--- src/rtl/wpsm_pkg.sv ---
package wpsm_pkg;

  typedef enum logic [3:0] {
    ST_IDLE,
    ST_DEV,
    ST_WADDR,
    ST_WDATA,
    ST_WSTOP,
    ST_PADDR,
    ST_PDATA,
    ST_PSTOP,
    ST_READ,
    ST_IGNORE
  } ctrl_state_e;

  typedef enum logic [1:0] {
    PC_SET_PERM,
    PC_SET_REV,
    PC_CLR_REV,
    PC_NONE
  } prot_cmd_e;

  // Strobes from control to datapath, all valid for one cycle
  typedef struct packed {
    logic      loadAddr;
    logic      latchData;
    logic      commitWrite;
    logic      readNext;
    logic      applyProt;
    prot_cmd_e protCmd;
  } dp_strobe_t;

  // Command select field of a protection frame, bits [3:1]
  localparam logic [2:0] SEL_SET_PERM = 3'b000;
  localparam logic [2:0] SEL_SET_REV  = 3'b001;
  localparam logic [2:0] SEL_CLR_REV  = 3'b011;

endpackage

--- src/rtl/wpsm_ctrl.sv ---
module wpsm_ctrl
  import wpsm_pkg::*;
#(
  parameter logic [3:0] MEM_CODE  = 4'b1010,
  parameter logic [3:0] PROT_CODE = 4'b0110
) (
  input  logic       clk,
  input  logic       rstN,
  input  logic [2:0] hwSel,
  input  logic       busStart,
  input  logic       busStop,
  input  logic       rxValid,
  input  logic [7:0] rxByte,
  input  logic       mAckValid,
  input  logic       mAckNack,
  input  logic       busy,
  input  logic       permSet,
  output logic       ackValid,
  output logic       ackBit,
  output dp_strobe_t stb
);

  ctrl_state_e state, nextState;
  prot_cmd_e   pendCmd, nextCmd;
  logic        ackValidNext, ackBitNext;

  logic      memHit, protHit, cmdOk;
  prot_cmd_e selCmd;

  always_comb begin
    memHit  = (rxByte[7:4] == MEM_CODE) && (rxByte[3:1] == hwSel);
    protHit = (rxByte[7:4] == PROT_CODE) && !rxByte[0];
    unique case (rxByte[3:1])
      SEL_SET_PERM: selCmd = PC_SET_PERM;
      SEL_SET_REV:  selCmd = PC_SET_REV;
      SEL_CLR_REV:  selCmd = PC_CLR_REV;
      default:      selCmd = PC_NONE;
    endcase
    unique case (selCmd)
      PC_SET_PERM: cmdOk = !permSet;
      PC_SET_REV:  cmdOk = 1'b1;
      PC_CLR_REV:  cmdOk = !permSet;
      default:     cmdOk = 1'b0;
    endcase
  end

  always_comb begin
    nextState    = state;
    nextCmd      = pendCmd;
    stb          = '0;
    stb.protCmd  = pendCmd;
    ackValidNext = 1'b0;
    ackBitNext   = 1'b0;
    if (busStart) begin
      nextState = ST_DEV;
    end else if (busStop) begin
      nextState = ST_IDLE;
      if (state == ST_WSTOP) stb.commitWrite = 1'b1;
      if (state == ST_PSTOP) stb.applyProt   = 1'b1;
    end else if (rxValid && state != ST_IDLE) begin
      ackValidNext = 1'b1;
      unique case (state)
        ST_DEV: begin
          if (busy) begin
            nextState = ST_IGNORE;
          end else if (memHit) begin
            ackBitNext = 1'b1;
            if (rxByte[0]) begin
              nextState    = ST_READ;
              stb.readNext = 1'b1;
            end else begin
              nextState = ST_WADDR;
            end
          end else if (protHit && cmdOk) begin
            ackBitNext = 1'b1;
            nextCmd    = selCmd;
            nextState  = ST_PADDR;
          end else begin
            nextState = ST_IGNORE;
          end
        end
        ST_WADDR: begin
          ackBitNext   = 1'b1;
          stb.loadAddr = 1'b1;
          nextState    = ST_WDATA;
        end
        ST_WDATA: begin
          ackBitNext    = 1'b1;
          stb.latchData = 1'b1;
          nextState     = ST_WSTOP;
        end
        ST_PADDR: begin
          ackBitNext = 1'b1;
          nextState  = ST_PDATA;
        end
        ST_PDATA: begin
          ackBitNext = 1'b1;
          nextState  = ST_PSTOP;
        end
        default: ackBitNext = 1'b0;
      endcase
    end else if (mAckValid && state == ST_READ) begin
      if (mAckNack) nextState = ST_IGNORE;
      else          stb.readNext = 1'b1;
    end
  end

  always_ff @(posedge clk) begin
    if (!rstN) begin
      state    <= ST_IDLE;
      pendCmd  <= PC_NONE;
      ackValid <= 1'b0;
      ackBit   <= 1'b0;
    end else begin
      state    <= nextState;
      pendCmd  <= nextCmd;
      ackValid <= ackValidNext;
      ackBit   <= ackBitNext;
    end
  end

endmodule

--- src/rtl/wpsm_datapath.sv ---
module wpsm_datapath
  import wpsm_pkg::*;
#(
  parameter int ADDR_W       = 8,
  parameter int DATA_W       = 8,
  parameter int WRITE_CYCLES = 40
) (
  input  logic              clk,
  input  logic              rstN,
  input  dp_strobe_t        stb,
  input  logic [7:0]        rxByte,
  output logic              txValid,
  output logic [DATA_W-1:0] txData,
  output logic              busy,
  output logic              permSet
);

  localparam int DEPTH  = 1 << ADDR_W;
  localparam int BUSY_W = $clog2(WRITE_CYCLES + 1);

  logic [DATA_W-1:0] mem [DEPTH];
  logic [ADDR_W-1:0] addrCnt, wrAddr;
  logic [DATA_W-1:0] wrData;
  logic              permFlag, revFlag;
  logic [BUSY_W-1:0] busyCnt;
  logic              writeAllowed;

  // Lower half is guarded by either protection kind
  assign writeAllowed = wrAddr[ADDR_W-1] || !(permFlag || revFlag);
  assign busy         = (busyCnt != '0);
  assign permSet      = permFlag;

  for (genvar i = 0; i < DEPTH; i++) begin : g_row
    always_ff @(posedge clk) begin
      if (!rstN) begin
        mem[i] <= '0;
      end else if (stb.commitWrite && writeAllowed && wrAddr == ADDR_W'(i)) begin
        mem[i] <= wrData;
      end
    end
  end

  always_ff @(posedge clk) begin
    if (!rstN) begin
      addrCnt <= '0;
      wrAddr  <= '0;
      wrData  <= '0;
      txValid <= 1'b0;
      txData  <= '0;
    end else begin
      txValid <= stb.readNext;
      if (stb.loadAddr) begin
        wrAddr  <= rxByte[ADDR_W-1:0];
        addrCnt <= rxByte[ADDR_W-1:0];
      end else if (stb.commitWrite) begin
        addrCnt <= wrAddr + ADDR_W'(1);
      end else if (stb.readNext) begin
        txData  <= mem[addrCnt];
        addrCnt <= addrCnt + ADDR_W'(1);
      end
      if (stb.latchData) wrData <= rxByte[DATA_W-1:0];
    end
  end

  always_ff @(posedge clk) begin
    if (!rstN) begin
      permFlag <= 1'b0;
      revFlag  <= 1'b0;
      busyCnt  <= '0;
    end else begin
      if (stb.commitWrite || stb.applyProt) busyCnt <= BUSY_W'(WRITE_CYCLES);
      else if (busyCnt != '0)               busyCnt <= busyCnt - BUSY_W'(1);
      if (stb.applyProt) begin
        unique case (stb.protCmd)
          PC_SET_PERM: permFlag <= 1'b1;
          PC_SET_REV:  revFlag  <= 1'b1;
          PC_CLR_REV:  revFlag  <= 1'b0;
          default:     revFlag  <= revFlag;
        endcase
      end
    end
  end

endmodule

--- src/rtl/wp_serial_mem.sv ---
module wp_serial_mem
  import wpsm_pkg::*;
#(
  parameter int         ADDR_W       = 8,
  parameter int         WRITE_CYCLES = 40,
  parameter logic [3:0] MEM_CODE     = 4'b1010,
  parameter logic [3:0] PROT_CODE    = 4'b0110
) (
  input  logic       clk,
  input  logic       rstN,
  input  logic [2:0] hwSel,
  input  logic       busStart,
  input  logic       busStop,
  input  logic       rxValid,
  input  logic [7:0] rxByte,
  input  logic       mAckValid,
  input  logic       mAckNack,
  output logic       ackValid,
  output logic       ackBit,
  output logic       txValid,
  output logic [7:0] txData,
  output logic       busy
);

  dp_strobe_t stb;
  logic       permSet;

  wpsm_ctrl #(
    .MEM_CODE (MEM_CODE),
    .PROT_CODE(PROT_CODE)
  ) u_ctrl (
    .clk      (clk),
    .rstN     (rstN),
    .hwSel    (hwSel),
    .busStart (busStart),
    .busStop  (busStop),
    .rxValid  (rxValid),
    .rxByte   (rxByte),
    .mAckValid(mAckValid),
    .mAckNack (mAckNack),
    .busy     (busy),
    .permSet  (permSet),
    .ackValid (ackValid),
    .ackBit   (ackBit),
    .stb      (stb)
  );

  wpsm_datapath #(
    .ADDR_W      (ADDR_W),
    .DATA_W      (8),
    .WRITE_CYCLES(WRITE_CYCLES)
  ) u_dp (
    .clk    (clk),
    .rstN   (rstN),
    .stb    (stb),
    .rxByte (rxByte),
    .txValid(txValid),
    .txData (txData),
    .busy   (busy),
    .permSet(permSet)
  );

endmodule

--- config.mk ---
export PLATFORM = sky130hd
export DESIGN_NAME = wp_serial_mem
export DESIGN_NICKNAME = d
export VERILOG_FILES = /design/src/rtl/wpsm_pkg.sv /design/src/rtl/wpsm_ctrl.sv /design/src/rtl/wpsm_datapath.sv /design/src/rtl/wp_serial_mem.sv
export SDC_FILE = /design/constraint.sdc
export NUM_CORES = 2
export LEC_CHECK = 0
export ABC_AREA = 1
export BUFFER_PORTS_ARGS = -buffer_cell sky130_fd_sc_hd__clkbuf_2
export CAP_MARGIN = 20
export CORE_ASPECT_RATIO = 2
export CORE_UTILIZATION = 30
export CTS_CLUSTER_SIZE = 40
export DETAILED_ROUTE_END_ITERATION = 6
export SYNTH_ARGS = -nofsm -noshare
export SYNTH_HDL_FRONTEND = slang
export SYNTH_SLANG_ARGS = --single-unit
--- constraint.sdc ---
create_clock -name clk -period 4.31 [get_ports clk]
set_input_delay 0.862 -clock clk [delete_from_list [all_inputs] [get_ports clk]]
set_output_delay 0.862 -clock clk [all_outputs]
set_load 0.02 [all_outputs]
### Word level (Yosys, flattened, before mapping)

Memory sizes are Yosys's and may differ from the RTL's. A register that Yosys moved wholly into a read port is not among the register bits.
Cells that the tools add are included.
Widths: inputs -> output; s select.

| operators by class | value |
|---|---|
| add/subtract/negate cells | 3 |
| eq/ne operators | 274 |
| muxes and demuxes | 1065 |
| bitwise gates (word level) | 264 |
| reduce and logical (&&, ||, !) cells | 293 |

Operators with widths:

| operator | number |
|---|---|
| $mux 8 | 259 |
| $eq 8x8->1 const B | 128 |
| $mux 1 | 789 |
| $eq 8x7->1 const B | 64 |
| $logic_and 1x1->1 | 262 |
| $eq 8x6->1 const B | 32 |
| $or 1x1->1 | 256 |
| $eq 8x5->1 const B | 16 |
| $eq 8x4->1 const B | 8 |
| $eq 8x3->1 const B | 4 |
| $mux 4 | 7 |
| $eq 4x3->1 const B | 5 |
| $pmux 4 s5 | 1 |
| $add 8x1->8 const B | 2 |
| $eq 8x2->1 const B | 2 |
| $mux 6 | 2 |
| $reduce_bool 4->1 | 3 |
| $reduce_and 3->1 | 3 |
| $eq 4x2->1 const B | 2 |
| $eq 4x4->1 const B | 2 |
| $eq 8x1->1 const B | 1 |
| $logic_not 8->1 | 1 |
| $ne 8x8->1 const B | 1 |
| $not 1->1 | 8 |
| 24 further kinds | 41 |

| word-level totals | value |
|---|---|
| flip-flop bits (word level) | 41 |
| bits in writable memories | 2048 |
| input bits | 18 |
| output and inout port bits | 12 |
| logic and storage cells | 1913 |
| memories kept | 1 |

Memory list:

| name | depth | width | read ports | clocked after Yosys merged registers in | wr ports | line | text |
|---|---|---|---|---|---|---|---|
| u_dp.mem | 256 | 8 | 1 | 1 | 256 | wpsm_datapath.sv:21 | `logic [DATA_W-1:0] mem [DEPTH];` |

### Depth between registers and ports, before layout

| depth | value |
|---|---|
| word-level depth | 14 |
| mapped depth | 17 |
| mapped depth without buffers | 14 |

### Modules after synthesis

From an unflattened synthesis, not the netlist that was laid out.

| second synthesis, totals | value |
|---|---|
| cell total of the unflattened synthesis | 10009 |
| area, all modules | 96736.5 µm² |

By module, submodules not included:

| module | instances | cells each | area an instance (µm²) | seq. area each (µm²) |
|---|---|---|---|---|
| wpsm_datapath | 1 | 9879 | 96019.6 | 62319.8 |
| wpsm_ctrl | 1 | 130 | 716.9 | 160.2 |

### Least setup slack after synthesis

No wires, ideal clock.

| path | value |
|---|---|
| path type | input to register |
| start point | in busStop |
| end point | mem u_dp.mem[100][0], enable pin |
| arrival | 2.639 ns |
| setup slack | 1.287 ns |
| stages | 12 |
| cells stage by stage | nand3_2 -> nor2_4 -> nand2_4 -> nor2_4 -> inv_2 -> nand2_4 -> inv_4 -> buf_6 -> nor2_4 -> inv_2 -> clkbuf_1 -> o21ai_0 |

RTL lines:

| what | line | text |
|---|---|---|
| from (decl) | wp_serial_mem.sv:13 | `input logic busStop,` |
| to (decl) | wpsm_datapath.sv:21 |  |

==> results.cfg <==
[outcome]
status = finished, final reports clean

[detailed_routing]
vias_per_cell = 5.16
antenna_left = 0
dr_wl_met2_mm = 177
drt-wirelength-per-cell_um = 24.0
drc = 0
via_count = 74226
top_layer = met5
met3_wirelength_mm = 22.2
wl_met1_mm = 108
drt_iter0_drc = 7966
dr.pass1.iters = 6
finalWirelength_mm = 345

[run]
cap_violations = 0

[power]
irDropWorstVdd_uv = 306
clkPwrFrac_pct = 40.3
combPwrFrac_pct = 3.8
p_int_mw = 32.4
switching_power_mw = 9.00
pwr-share-seq_pct = 56.0
switching_share_pct = 21.8
power_leakage_nw = 36.5
pwr_density_cell_nw_per_um2 = 377

[synth]
synth-edff-count = 2048
ys_warn_count = 0
synthesis.nets = 10097
synth_area_um2 = 97500
synthArstFlopShare_pct = 0
synthFlopType = edfxtp_1
netlist_instances = 10074
ys_seq_area_share_pct = 64.1
avgSynthCellArea_um2 = 9.68
synth_cell_types = 38
synth_seq_cells = 2097

[cts]
ctsResizeCount = 0
cts-root-buf = clkbuf_16
post_cts_buffers = 0
clk_pin_slew_worst_paths_ps = 80
cts.sinks = 2097
cts_tree = built
htreeDepth = 4
numCtsBuffers = 181
clkLatencyLatePin_ps = 890
holdBufCountCts = 0
cts_buffer_depth = 4

[critical_path]
start_kind = register
reg2reg_from = u_dp.wrAddr[0]$_SDFFE_PN0P_
r2r_cells = 10
cp-startpoint = u_dp.wrAddr[0]$_SDFFE_PN0P_
criticalPathCategory = register to register
cp-end-kind = register
cp_data_arrival_time_ps = 4350
worstPathMaxFanout = 8
critPathRequiredTime_ps = 4900

[layout]
finalNonFillerCells = 14397
nets = 9971
final_cell_mix = nand2_1, nand3_1, nor2_1
area_delta_synth_final_pct = 12.6
seqCellArea_um2 = 62500
multi_input_area_um2 = 31100
fill_cells = 32675
final_util_pct = 34.0
drive_gt1_share_pct = 9.57
final_common_cell = nand2_1

[placement]
place_hpwl_mm = 227
io_buffer_count = 29
dp_cells = 14068
gp_congestion = 0.946

[hold_path]
hold_class = primary input to register
whs_path_depth = 3
hp-start = rxByte[5]

[floorplan]
num_rows = 295
ioPinCount = 30
start_util_pct = 30.2
die-width_um = 405
die_height_um = 808
core_um2 = 323000
dieArea_um2 = 327000

[sta]
finClkSkew_ps = 68.3
setup_tns_ps = 0
hold_viol = 0
fmax_ghz = 0.266
rsz0062_at_grt = no
maxSlewHeadroom_pct = 16.7
final_max_slew_viol_count = 0
min_period_ps = 3760
whs_ps = 252
setup_viol = 0
min_period_over_period_pct = 87.2
worstMarginPinSlew_ps = 1240

[global_route]
grt_max_degree = 166
grt_pass1_vias = 72645
grt_pass1_wl_mm = 493
grtUsageTotal_pct = 20.6
grt_overflow = 0
antenna_found_initial = 16
-- state kept, by name (all words and copies together), names as in the netlist --
register and count:
u_ctrl.ackBit 1, u_ctrl.ackValid 1, u_ctrl.pendCmd 2, u_ctrl.state 4, u_dp.addrCnt 8, u_dp.busyCnt 6
u_dp.mem 2048, u_dp.permSet 1, u_dp.revFlag 1, u_dp.txData 8, u_dp.txValid 1, u_dp.wrAddr 8
u_dp.wrData 8
-- synth_stat cells (8+ instances only) --
master | count | area, µm²
a21oi_1 | 37 | 185
buf_1 | 84 | 315
buf_2 | 171 | 856
buf_4 | 9 | 67.6
buf_6 | 8 | 90.1
clkbuf_1 | 527 | 1980
dfxtp_1 | 49 | 981
edfxtp_1 | 2048 | 61500
inv_1 | 109 | 409
inv_2 | 38 | 143
nand2_1 | 2252 | 8450
nand3_1 | 2137 | 10700
nand3_2 | 34 | 340
nand3_4 | 80 | 1400
nor2_1 | 2112 | 7930
nor2_2 | 17 | 106
nor2_4 | 19 | 214
nor3_1 | 10 | 50.1
o21ai_0 | 277 | 1390
o21ai_1 | 18 | 90.1
-- cells by family after synthesis --
family	count (synthesis)	synth area share (%)
xor+xnor	4	0.0359
fa+ha+maj	5	0.0642
buf+inv	955	4.03
simple gates	6674	30.0
flops	2097	64.1
compound gates	339	1.77
-- worst paths after layout --
path / end / slack (ps)
setup reg to reg: u_dp.mem[49][2]$_SDFFCE_PN0P_ / 550
hold / removal: u_dp.wrData[5]$_SDFFE_PN0P_ / 250
hold reg to reg: u_dp.revFlag$_SDFFE_PN0P_ / 460
setup / recovery: u_dp.mem[49][2]$_SDFFCE_PN0P_ / 550
-- metal layers --
metal	vias to the layer above	track usage, %
li1	33973	-
met1	35929	20.1
met2	3255	37.1
met3	1063	2.69
met4	6	19.2
met5	-	0
-- through the flow --
| step | power [mW] | instance area, µm² | worst slack [ps] |
|---|---|---|---|
| after CTS | 41.5 | 110000 | 904 |
| after global placement | 25.1 | 104000 | 557 |
| after floorplan | 24.4 | 97500 | 1290 |
| after detailed placement | 25.1 | 104000 | 516 |
| after global routing | 42.2 | 110000 | 631 |
| final | 41.4 | 110000 | 551 |
-- power by group through the flow --
stage	sequential [mW]	combinational [mW]	clock (mW)
after floorplan	23.6	0.881	0
after global routing	23.2	1.68	17.4
after CTS	23.1	1.54	16.8
after detailed placement	23.6	1.53	0
final	23.1	1.55	16.7
after global placement	23.6	1.52	0
-- worst max-delay path, stage by stage (launching register included) --
cell	delay [ps]
dfxtp_1	420
inv_2	50
nor2_1	160
inv_2	90
nor2_1	460
buf_4	290
inv_1	330
nor2_4	220
inv_1	240
o21ai_0	840
buf_4	330
-- layout make-up --
type | count | area share, %
Clock buffer | 218 | 4.29
Clock inverter | 97 | 0.938
Sequential cell | 2097 | 56.9
Timing Repair Buffer | 493 | 3.95
Inverter | 153 | 0.603
Tap cell | 4306 | 4.91
Multi-Input combinational cell | 7022 | 28.4
Antenna cell | 11 | 0.0251
Note: power is estimated with default switching activity, not from simulation.
